### src/rtl/xlat_ctl_pkg.sv
package xlat_ctl_pkg;
  localparam int CTL_W = 32;

  localparam logic [CTL_W-1:0] SHORT_KEEP = 32'h8000_0037;
  localparam logic [CTL_W-1:0] LONG_KEEP  = 32'hBFC7_3FC7;

  localparam logic BANK_SEC    = 1'b0;
  localparam logic BANK_NS     = 1'b1;
  localparam logic BANK_COMMON = 1'b0;

  typedef enum logic [1:0] {LVL_USER = 2'd0, LVL_OS = 2'd1, LVL_HYP = 2'd2, LVL_MON = 2'd3} lvl_e;

  typedef struct packed {
    logic claimed;
    logic undef;
    logic trap;
    logic do_wr;
    logic do_rd;
    logic bank;
  } acc_res_t;

  typedef struct packed {
    logic       long_fmt;
    logic       wdis0;
    logic       wdis1;
    logic [2:0] sz0;
    logic [2:0] sz1;
    logic       ext_en;
    logic       asid_sel;
    logic [5:0] attr0;
    logic [5:0] attr1;
  } ctl_t;

  function automatic logic [CTL_W-1:0] keep_bits(input logic [CTL_W-1:0] w);
    return w & (w[CTL_W-1] ? LONG_KEEP : SHORT_KEEP);
  endfunction
endpackage

### src/rtl/xlat_ctl_resolve.sv
module xlat_ctl_resolve
  import xlat_ctl_pkg::*;
#(
  parameter logic [3:0] CP_ID   = 4'd15,
  parameter logic [2:0] OPC1_ID = 3'd0,
  parameter logic [3:0] CRN_ID  = 4'd2,
  parameter logic [3:0] CRM_ID  = 4'd0,
  parameter logic [2:0] OPC2_ID = 3'd2
) (
  input  logic [1:0] lvl,
  input  logic       wr,
  input  logic [3:0] cp,
  input  logic [2:0] opc1,
  input  logic [3:0] crn,
  input  logic [3:0] crm,
  input  logic [2:0] opc2,
  input  logic       lvl2_on,
  input  logic       trap_group,
  input  logic       trap_vm_rd,
  input  logic       trap_vm_wr,
  input  logic       lvl3_is_32,
  input  logic       ns_state,
  input  logic       sec_lock_a,
  input  logic       sec_lock_b,
  output acc_res_t   res
);
  logic hit;
  logic vm_trap;
  logic shared_bank;

  assign hit = (cp == CP_ID) && (opc1 == OPC1_ID) && (crn == CRN_ID) &&
               (crm == CRM_ID) && (opc2 == OPC2_ID);
  assign vm_trap     = wr ? trap_vm_wr : trap_vm_rd;
  assign shared_bank = lvl3_is_32 ? BANK_NS : BANK_COMMON;

  // Prioritised chain per level; the level-1 group trap is checked first.
  always_comb begin
    res = '0;
    res.claimed = hit;
    if (hit) begin
      case (lvl_e'(lvl))
        LVL_USER: res.undef = 1'b1;
        LVL_OS: begin
          if (lvl2_on && trap_group)   res.trap = 1'b1;
          else if (lvl2_on && vm_trap) res.trap = 1'b1;
          else                         res.bank = shared_bank;
        end
        LVL_HYP: res.bank = shared_bank;
        default: begin
          res.bank = ns_state ? BANK_NS : BANK_SEC;
          if (wr && !ns_state && (sec_lock_a || sec_lock_b)) res.undef = 1'b1;
        end
      endcase
    end
    res.do_wr = hit && wr  && !res.undef && !res.trap;
    res.do_rd = hit && !wr && !res.undef && !res.trap;
  end
endmodule

### src/rtl/xlat_ctl_banks.sv
module xlat_ctl_banks
  import xlat_ctl_pkg::*;
#(
  parameter int NB = 2,
  localparam int SW = (NB > 1) ? $clog2(NB) : 1
) (
  input  logic             clk,
  input  logic             rst_n,
  input  logic             wr_en,
  input  logic [SW-1:0]    wr_sel,
  input  logic [CTL_W-1:0] wr_data,
  output logic [CTL_W-1:0] q [NB]
);
  logic [CTL_W-1:0] kept;
  assign kept = keep_bits(wr_data);

  for (genvar b = 0; b < NB; b++) begin : g_copy
    always_ff @(posedge clk or negedge rst_n) begin
      if (!rst_n)                           q[b] <= '0;
      else if (wr_en && wr_sel == SW'(b))   q[b] <= kept;
    end

    p_hold_r9: assert property (@(posedge clk) disable iff (!rst_n)
      !(wr_en && wr_sel == SW'(b)) |=> $stable(q[b]));

    p_resv_zero_r8: assert property (@(posedge clk) disable iff (!rst_n)
      (q[b] & ~(q[b][CTL_W-1] ? LONG_KEEP : SHORT_KEEP)) == '0);
  end
endmodule

### src/rtl/xlat_ctl_fields.sv
module xlat_ctl_fields
  import xlat_ctl_pkg::*;
(
  input  logic             clk,
  input  logic             rst_n,
  input  logic [CTL_W-1:0] word,
  input  logic [CTL_W-1:0] ext2_in,
  input  logic             miss_valid,
  input  logic             miss_base1,
  output ctl_t             ctl,
  output logic [CTL_W-1:0] ext2_eff,
  output logic             miss_fault,
  output logic             miss_walk
);
  logic lf;
  logic dis_hit;
  assign lf = word[31];

  always_comb begin
    ctl          = '0;
    ctl.long_fmt = lf;
    ctl.sz0      = word[2:0];
    if (lf) begin
      ctl.wdis0    = word[7];
      ctl.wdis1    = word[23];
      ctl.sz1      = word[18:16];
      ctl.ext_en   = word[6];
      ctl.asid_sel = word[22];
      ctl.attr0    = word[13:8];
      ctl.attr1    = word[29:24];
    end else begin
      ctl.wdis0 = word[4];
      ctl.wdis1 = word[5];
    end
  end

  assign ext2_eff   = ctl.ext_en ? ext2_in : '0;
  assign dis_hit    = miss_base1 ? ctl.wdis1 : ctl.wdis0;
  assign miss_fault = miss_valid && dis_hit;
  assign miss_walk  = miss_valid && !dis_hit;

  p_miss_one_r12: assert property (@(posedge clk) disable iff (!rst_n)
    miss_valid |-> $countones({miss_fault, miss_walk}) == 1);

  p_miss_idle_r12: assert property (@(posedge clk) disable iff (!rst_n)
    !miss_valid |-> !(miss_fault || miss_walk));
endmodule

### src/rtl/xlat_ctl_regunit.sv
module xlat_ctl_regunit
  import xlat_ctl_pkg::*;
#(
  parameter int         SYN_W     = 6,
  parameter logic [5:0] TRAP_CODE = 6'h03,
  parameter int         NB        = 2
) (
  input  logic             clk,
  input  logic             rst_n,
  input  logic             req_valid,
  output logic             req_ready,
  input  logic [1:0]       req_lvl,
  input  logic             req_write,
  input  logic [3:0]       req_cp,
  input  logic [2:0]       req_opc1,
  input  logic [3:0]       req_crn,
  input  logic [3:0]       req_crm,
  input  logic [2:0]       req_opc2,
  input  logic [31:0]      req_wdata,
  output logic             rsp_valid,
  input  logic             rsp_ready,
  output logic             rsp_claimed,
  output logic             rsp_undef,
  output logic             rsp_trap,
  output logic [SYN_W-1:0] rsp_syndrome,
  output logic [31:0]      rsp_rdata,
  input  logic             lvl2_on,
  input  logic             trap_group,
  input  logic             trap_vm_rd,
  input  logic             trap_vm_wr,
  input  logic             lvl3_is_32,
  input  logic             ns_state,
  input  logic             sec_lock_a,
  input  logic             sec_lock_b,
  input  logic             ctl_view_ns,
  input  logic [31:0]      ext2_in,
  output logic             ctl_long,
  output logic             ctl_walk_dis0,
  output logic             ctl_walk_dis1,
  output logic [2:0]       ctl_size0,
  output logic [2:0]       ctl_size1,
  output logic             ctl_ext_en,
  output logic             ctl_asid_sel,
  output logic [5:0]       ctl_attr0,
  output logic [5:0]       ctl_attr1,
  output logic [31:0]      ext2_eff,
  input  logic             miss_valid,
  input  logic             miss_base1,
  output logic             miss_fault,
  output logic             miss_walk
);
  localparam int SW = (NB > 1) ? $clog2(NB) : 1;

  acc_res_t         res;
  ctl_t             ctl;
  logic             accept;
  logic [CTL_W-1:0] copy_q [NB];
  logic [CTL_W-1:0] view_word;

  xlat_ctl_resolve u_resolve (
    .lvl(req_lvl), .wr(req_write), .cp(req_cp), .opc1(req_opc1),
    .crn(req_crn), .crm(req_crm), .opc2(req_opc2),
    .lvl2_on(lvl2_on), .trap_group(trap_group), .trap_vm_rd(trap_vm_rd),
    .trap_vm_wr(trap_vm_wr), .lvl3_is_32(lvl3_is_32), .ns_state(ns_state),
    .sec_lock_a(sec_lock_a), .sec_lock_b(sec_lock_b), .res(res)
  );

  assign req_ready = !rsp_valid || rsp_ready;
  assign accept    = req_valid && req_ready;

  xlat_ctl_banks #(.NB(NB)) u_banks (
    .clk(clk), .rst_n(rst_n),
    .wr_en(accept && res.do_wr), .wr_sel(SW'(res.bank)),
    .wr_data(req_wdata), .q(copy_q)
  );

  // Response register: loads on accept, clears once drained.
  always_ff @(posedge clk or negedge rst_n) begin
    if (!rst_n) begin
      rsp_valid    <= 1'b0;
      rsp_claimed  <= 1'b0;
      rsp_undef    <= 1'b0;
      rsp_trap     <= 1'b0;
      rsp_syndrome <= '0;
      rsp_rdata    <= '0;
    end else if (accept) begin
      rsp_valid    <= 1'b1;
      rsp_claimed  <= res.claimed;
      rsp_undef    <= res.undef;
      rsp_trap     <= res.trap;
      rsp_syndrome <= res.trap ? TRAP_CODE[SYN_W-1:0] : '0;
      rsp_rdata    <= res.do_rd ? copy_q[SW'(res.bank)] : '0;
    end else if (rsp_ready) begin
      rsp_valid <= 1'b0;
    end
  end

  assign view_word = copy_q[SW'(ctl_view_ns)];

  xlat_ctl_fields u_fields (
    .clk(clk), .rst_n(rst_n), .word(view_word), .ext2_in(ext2_in),
    .miss_valid(miss_valid), .miss_base1(miss_base1), .ctl(ctl),
    .ext2_eff(ext2_eff), .miss_fault(miss_fault), .miss_walk(miss_walk)
  );

  assign ctl_long      = ctl.long_fmt;
  assign ctl_walk_dis0 = ctl.wdis0;
  assign ctl_walk_dis1 = ctl.wdis1;
  assign ctl_size0     = ctl.sz0;
  assign ctl_size1     = ctl.sz1;
  assign ctl_ext_en    = ctl.ext_en;
  assign ctl_asid_sel  = ctl.asid_sel;
  assign ctl_attr0     = ctl.attr0;
  assign ctl_attr1     = ctl.attr1;

  p_stall_hold_r13: assert property (@(posedge clk) disable iff (!rst_n)
    (rsp_valid && !rsp_ready) |=> (rsp_valid && $stable(rsp_rdata) &&
      $stable(rsp_undef) && $stable(rsp_trap) && $stable(rsp_claimed)));

  p_one_outcome_r2: assert property (@(posedge clk) disable iff (!rst_n)
    rsp_valid |-> !(rsp_undef && rsp_trap));

  p_user_undef_r2: assert property (@(posedge clk) disable iff (!rst_n)
    (req_valid && req_ready && req_lvl == 2'd0 && req_cp == 4'd15 && req_opc1 == 3'd0 &&
     req_crn == 4'd2 && req_crm == 4'd0 && req_opc2 == 3'd2) |=> rsp_undef);

  p_trap_code_r3: assert property (@(posedge clk) disable iff (!rst_n)
    (rsp_valid && rsp_trap) |-> rsp_syndrome == TRAP_CODE[SYN_W-1:0]);

  p_sec_lock_r7: assert property (@(posedge clk) disable iff (!rst_n)
    (accept && res.claimed && req_lvl == 2'd3 && req_write && !ns_state &&
     (sec_lock_a || sec_lock_b)) |=> (rsp_undef && !rsp_trap));
endmodule

### config.mk
export PLATFORM = sky130hd
export DESIGN_NAME = xlat_ctl_regunit
export DESIGN_NICKNAME = d
export VERILOG_FILES = /design/src/rtl/xlat_ctl_pkg.sv /design/src/rtl/xlat_ctl_resolve.sv /design/src/rtl/xlat_ctl_banks.sv /design/src/rtl/xlat_ctl_fields.sv /design/src/rtl/xlat_ctl_regunit.sv
export SDC_FILE = /design/constraint.sdc
export NUM_CORES = 1
export LEC_CHECK = 0
export BUFFER_PORTS_ARGS = -buffer_cell sky130_fd_sc_hd__buf_2
export CORE_ASPECT_RATIO = 0.75
export CORE_MARGIN = 5
export CORE_UTILIZATION = 51
export CTS_CLUSTER_DIAMETER = 100
export CTS_CLUSTER_SIZE = 30
export DETAILED_ROUTE_END_ITERATION = 12
export GPL_TIMING_DRIVEN = 0
export PLACE_DENSITY = 0.86
export RECOVER_POWER = 50
export SYNTH_ARGS = -nofsm -noshare
export SYNTH_HDL_FRONTEND = slang
export SYNTH_SLANG_ARGS = --single-unit
### constraint.sdc
create_clock -name clk -period 5.5 [get_ports clk]
set_input_delay 1.1 -clock clk [delete_from_list [all_inputs] [get_ports clk]]
set_output_delay 1.1 -clock clk [all_outputs]
set_load 0.05 [all_outputs]
==> flow_summary.toml, run 1 <==
[synth]
syn_avg_cell_area_um2 = 11.73
synth.lib_cells_used.distinct = 39
post_synth_instance_area_um2 = 4353
ys.warnings.count = 0
yosys_register_bits = 79
synth_sequential_area_ratio_pct = 45.42
synth_ff_type = "dfrtp_1"
synth_edf_count = 0
asyncSetResetFlopFracSynth_pct = 100.0
postSynthCellCount = 371

[timing]
grt_setup_unrepaired = "no"
fmax_mhz = 231.3
timing.final.crit_share_pct = 78.60
period_minus_slack_ps = 4323
worst_case_headroom_to_the_max_slew_limit_pct = -4.489
worst_slack_on_hold_paths_ps = 480.6
timing_worst_slew_pin_value_ps = 1553
finalHoldViolCount = 0
finalSetupViolCount = 0
worst_clock_skew_ps = 5.336
fin_setup_tns_ps = 0
final_max_slew_viol_count = 7

[hold_path]
min_path_type = "reg2reg"
min_path_cells = 2

[floorplan]
horizontal_extent_of_the_die_um = 116.7
placement_rows = 29
fp.coreArea_um2 = 8382
chipHeight_um = 90.01
fp.dieArea_um2 = 10500
starting_density_pct = 51.93
design.portCount = 200

[finish]
final_cell_area_um2 = 5693
final_net_count = 673
drive_gt1_share_pct = 42.39
num-fill-cells = 666
mostFrequentLayoutCell = "buf_2"
multi_input_combinational_cell_area_um2 = 2168
areaGrowthSynthToFinish_pct = 30.78
seq_area_um2 = 1977
layout_common_cells = "buf_2, dfrtp_1, and2_1"
utilization_pct = 67.92

[route]
drt_wl_total_um = 12180
drtPass1Iterations = 4
initialDrtViolationCount = 165
vias = 3607
route.detailed.wl_per_inst_um = 17.68
route.detailed.drc = 0
avgViaCountPerCell = 5.235
antenna_violating_nets_post_route = 0

[global_route]
grt_pass1_vias = 3941
grt_max_degree = 77
grt_use_total_pct = 22.91
grt_overflow = 0
antenna_found_initial = 2
first_pass_grt_wire_length_um = 18800

[outcome]
violated_checks = "max-capacitance violations, max-slew violations"
status = "finished with violations"

[placed_design]
placed_area_um2 = 5456
finalWeightedCongestion = 0.8762
port-buffer-count = 180
dp.final_hpwl_um = 9206

[run]
cap_violations = 1

[clock_network]
clock_insertion_delay_worst_skew_ps = 330
cts_inserted_buffers = 9
clock_transition_at_path_regs_ps = 60
htree_depth = 3
cts_stage_hold_buffer_count = 0
tritoncts_clock_tree = "done"
cts-root-buf = "clkbuf_16"
cts.sinks = 79
post_cts.repair.setup_buffers = 0
post_cts_resized = 0
max-clock-path-buffers = 2

[power]
internal_power_mw = 0.9953
seq_power_share_pct = 44.6
clock_power_share_pct = 45.5
sw_frac_of_total_pct = 23.74
irDropWorstVdd_uv = 151.2
power_density_nw_per_um2 = 229.2
net-switching-power_mw = 0.3098
combinationalPowerShare_pct = 9.9
power_leakage_nw = 3.177

[worst_setup_path]
critical_path.startpoint_type = "primary input"
worst-r2r-cell-count = 6
worstSetupEndpointType = "primary output"
cp.required_ps = 4400
worst-endpoint-arrival_ps = 3220
timing.setup.critical_path_class = "in2out"
critPathMaxFanout = 10
[per-stage QoR]
stage,std cells,worst slack (ps),power [mW]
5_1_grt,689,1036,1.351
3_3_place_gp,669,1164,0.7176
2_1_floorplan,381,1450,0.6631
4_1_cts,686,1139,1.313
6_report,689,1177,1.305
3_5_place_dp,670,1142,0.7237
[cells in the mapped netlist, types with 2 or more instances]
cell type  count  area share, %
o21ai_0       25            2.9
mux2_4        40             14
buf_2          3           0.34
clkbuf_1      12            1.0
and2_1        52            7.5
nor2b_1        6           0.86
buf_4         13            2.2
mux2i_1       49             11
dfrtp_1       79             45
nand2b_1       2           0.29
nand2_1       26            2.2
inv_1          2           0.17
buf_6          4            1.0
nor2_1        19            1.6
mux2_2        15            3.9
[worst max-delay path, cell delays in order]
cell	delay [ps]
clkbuf_1	300
mux2i_1	870
nor2_1	270
clkbuf_1	260
and2_1	200
buf_2	210
[worst paths after layout]
| path | to | slack, ps | from |
|---|---|---|---|
| worst min register to register | rsp_rdata[24] | 480 | rsp_rdata[24] |
| min in group asynchronous | u_banks.q[43] | 640 | rst_n |
| worst min-delay path | rsp_rdata[24] | 480 | rsp_rdata[24] |
| worst max register to register | rsp_rdata[2] | 2200 | rsp_valid |
| max in group asynchronous | u_banks.q[48] | 4180 | rst_n |
| worst max-delay path | ext2_eff[22] | 1180 | ctl_view_ns |
[area by class of cell]
cell class              instances  share of cell area [%]
plain buffers                  34                   3.714
diodes                          3                  0.1319
flip-flops and latches         79                   34.73
multi-input cells             266                   38.09
clock buffers                  10                   4.198
clock inverters                 6                   1.055
well taps                     108                   2.374
inverters                       2                  0.1319
repair buffers                181                   15.58
[kinds of logic (layout without fill, tap and decap cells)]
kind of cell | after synthesis | count (layout) | synth area share (%)
AOI/OAI and AO/OA | 35 | 35 | 4.916
buffers and inverters | 36 | 233 | 5.030
DFF | 79 | 79 | 45.42
muxes | 105 | 105 | 29.46
other | 1 | 14 | 0.08615
and+or+nand+nor | 115 | 115 | 15.09
[power by group through the flow]
| stage | combinational [mW] | clock (mW) | sequential [mW] |
|---|---|---|---|
| finish | 0.130 | 0.594 | 0.582 |
| global route | 0.140 | 0.629 | 0.582 |
| CTS | 0.132 | 0.599 | 0.582 |
| detailed placement | 0.131 | 0 | 0.593 |
| global placement | 0.125 | 0 | 0.593 |
| floorplan | 0.0686 | 0 | 0.595 |
[flip-flops by register name, summed over array words and instances (netlist names)]
name and flops:
rsp_undef 1, rsp_claimed 1, rsp_rdata 25, rsp_syndrome 1, u_banks.q 50, rsp_valid 1
[layer usage]
layer	track usage, %	vias to the layer above	share of wire [%]
li1	-	1661	-
met1	25.15	1754	37
met2	41.62	167	52
met3	5.570	25	7.8
met4	9.360	0	2.7
met5	0	-	0
No activity file was read; power rests on OpenSTA's default activity.
==> run 2, diff against run 1 <==
--- a/config.mk
+++ b/config.mk
@@ -5,15 +5,16 @@
 export SDC_FILE = /design/constraint.sdc
 export NUM_CORES = 1
 export LEC_CHECK = 0
+export ABC_AREA = 1
 export BUFFER_PORTS_ARGS = -buffer_cell sky130_fd_sc_hd__buf_2
 export CORE_ASPECT_RATIO = 0.75
 export CORE_MARGIN = 5
-export CORE_UTILIZATION = 51
+export CORE_UTILIZATION = 49
 export CTS_CLUSTER_DIAMETER = 100
 export CTS_CLUSTER_SIZE = 30
 export DETAILED_ROUTE_END_ITERATION = 12
 export GPL_TIMING_DRIVEN = 0
-export PLACE_DENSITY = 0.86
+export PLACE_DENSITY = 0.81
 export RECOVER_POWER = 50
 export SYNTH_ARGS = -nofsm -noshare
 export SYNTH_HDL_FRONTEND = slang
==> constraint.sdc (replaced) <==
create_clock -name clk -period 4.3 [get_ports clk]
set_input_delay 0.86 -clock clk [delete_from_list [all_inputs] [get_ports clk]]
set_output_delay 0.86 -clock clk [all_outputs]
set_load 0.05 [all_outputs]
==> flow_summary.toml, run 2 <==
[synth]
synth_ff_type = "dfrtp_1"
ys.warnings.count = 0
synth.lib_cells_used.distinct = 22
syn_avg_cell_area_um2 = 6.775
synth_sequential_area_ratio_pct = 40.59
asyncSetResetFlopFracSynth_pct = 100.0
synth_most_common_cell = "nand2_1"
yosys_register_bits = 79
synth_edf_count = 0
synth_area_leaders = "dfrtp_1, nand2_1, inv_1"
post_synth_instance_area_um2 = 4871
postSynthCellCount = 719
synth.cells.most_frequent = "nand2_1, inv_1, dfrtp_1, nand4_1, nor2_1"
synth_top_area_cell = "dfrtp_1"
synth_top_area_share_pct = 40.59

[finish]
layout_common_cells = "nand2_1, buf_2, inv_1"
areaGrowthSynthToFinish_pct = 28.31
final_cell_area_um2 = 6250
drive_gt1_share_pct = 23.09
top_regs = "u_banks.q (50), rsp_rdata (25)"
top_register = "u_banks.q"
mostFrequentLayoutCell = "nand2_1"
largest_register_ff_count = 50
diodes = 0
final_net_count = 1022

[global_route]
first_pass_grt_wire_length_um = 22820
grt_overflow = 0
antenna_found_initial = 0
grt_pass1_vias = 4567
grt_max_degree = 52
grt_use_total_pct = 23.65

[hold_path]
min_path_cells = 2
hold_path.startpoint = "u_banks.q[44]"
min_path_type = "reg2reg"
hold_end = "u_banks.q[44]"

[worst_setup_path]
timing.rr.start = "rsp_valid"
cp.required_ps = 3440
crit_chain = "buf_2, o21ai_1, buf_2, nand2_1, clkbuf_1, nor2_1, buf_2"
timing.critical_path.max_delay_family = "buffers and inverters"
critPathBufInv = 4
timing.reg2reg.setup_slack_ps = 2530
crit_slowest_cell = "clkbuf_1"
cpMostUsedCell = "buf_2"
worst-endpoint-arrival_ps = 2430
worstSetupEndpointType = "primary output"
worst-r2r-cell-count = 8
critical_path.reg2reg.endpoint = "u_banks.q[5]"
timing.setup.critical_path_class = "in2out"
critPathMaxFanout = 10
worst_path_largest_cell_delay_ps = 290
critical_path.startpoint_type = "primary input"

[power]
clock_power_share_pct = 45.2
power_density_nw_per_um2 = 280.8
internal_power_mw = 1.283
combinationalPowerShare_pct = 12.1
net-switching-power_mw = 0.4713
seq_power_share_pct = 42.6
sw_frac_of_total_pct = 26.86
irDropWorstVdd_uv = 181.2
power_mw = 1.755
power_leakage_nw = 3.999

[placed_design]
placement.setup.worst_slack_ps = 996.7
dp.final_hpwl_um = 11550
finalWeightedCongestion = 0.8785
placed_area_um2 = 6010
port-buffer-count = 181

[timing]
final_max_slew_viol_count = 30
worst_case_headroom_to_the_max_slew_limit_pct = -1.857
finalHoldViolCount = 0
timing.final.crit_share_pct = 76.62
worst_clock_skew_ps = 6.550
final_ws_setup_ps = 1006
worst_slack_on_hold_paths_ps = 476.4
fin_setup_tns_ps = 0
period_minus_slack_ps = 3294
timing_worst_slew_pin_value_ps = 1528
fmax_mhz = 303.5
finalSetupViolCount = 0
grt_setup_unrepaired = "no"

[floorplan]
placement_rows = 31
design.portCount = 200
chipHeight_um = 96.35
starting_density_pct = 50.23
fp.dieArea_um2 = 12060
horizontal_extent_of_the_die_um = 125.1
fp.coreArea_um2 = 9697

[clock_network]
clock_transition_at_path_regs_ps = 60
post_cts.repair.setup_buffers = 0
cts-root-buf = "clkbuf_16"
cts_inserted_buffers = 9
tritoncts_clock_tree = "done"
post_cts_resized = 0
cts.sinks = 79
htree_depth = 3
cts_stage_hold_buffer_count = 0
max-clock-path-buffers = 2
clock_insertion_delay_worst_skew_ps = 340

[route]
initialDrtViolationCount = 343
antenna_violating_nets_post_route = 0
route.detailed.drc = 0
route.detailed.wl_per_inst_um = 13.53
avgViaCountPerCell = 4.807
drt_wl_total_um = 14320
vias = 5091
drtPass1Iterations = 5

[run]
cap_violations = 1

[outcome]
violated_checks = "max-capacitance violations, max-slew violations"
status = "finished with violations"
==> run 2: cell count changes in the layout (fill, tap and decap cells not counted), sizes merged, moves of 49 or more <==
cell / change
mux2: -55
nand2: +238
mux2i: -49
nand4: +50
and2: -52
inv: +123
==> run 2: area by class of cell <==
| cell class | count | area, um^2 |
|---|---|---|
| clock inverters | 6 | 76.32 |
| flip-flops and latches | 79 | 1977 |
| inverters | 124 | 465.4 |
| fillers | 896 | 3447 |
| multi-input cells | 471 | 2120 |
| clock buffers | 10 | 239.0 |
| well taps | 132 | 165.2 |
| repair buffers | 182 | 872.1 |
| plain buffers | 55 | 335.3 |
==> run 2: metal layers <==
| metal | vias up | track usage (%) | wire length [um] |
|---|---|---|---|
| met1 | 2208 | 32.37 | 6287 |
| met5 | - | 0 | 0 |
| met4 | 0 | 8.303 | 370 |
| li1 | 2604 | - | - |
| met2 | 249 | 38.06 | 6472 |
| met3 | 30 | 4.493 | 1192 |
==> run 2: power groups by stage <==
stage	registers [mW]	logic (mW)	clock network, mW
2_1_floorplan	0.774	0.117	0
3_3_place_gp	0.762	0.212	0
3_5_place_dp	0.762	0.217	0
4_1_cts	0.748	0.218	0.799
5_1_grt	0.748	0.238	0.832
6_report	0.748	0.213	0.794
==> run 2: worst min-delay path, cell delays in order (launching register included) <==
cell and delay, ps:
dfrtp_1 340, nand2_1 60, nand2_1 50
==> run 2: cell families after synthesis <==
family	after synthesis	synth area share, %
other	1	0.07699
AND/OR/NAND/NOR	429	39.43
buffers and inverters	179	16.57
AO/OA/AOI/OAI	31	3.339
flip-flops	79	40.59
==> run 2: stage by stage <==
stage | std cells | util [%]
floorplan | 729 | -
global placement | 1042 | 61.66
detailed placement | 1043 | 61.97
CTS | 1059 | 65.23
global route | 1059 | 64.45
finish | 1059 | 64.45
==> run 2: worst max path at each step <==
stage,from,to,cells past startpoint
after floorplan,ctl_view_ns,miss_fault,6
after CTS,ctl_view_ns,miss_fault,8
after global placement,ctl_view_ns,miss_fault,8
final,ctl_view_ns,ext2_eff[8],7
after global routing,ctl_view_ns,ext2_eff[9],7
after detailed placement,ctl_view_ns,miss_fault,8
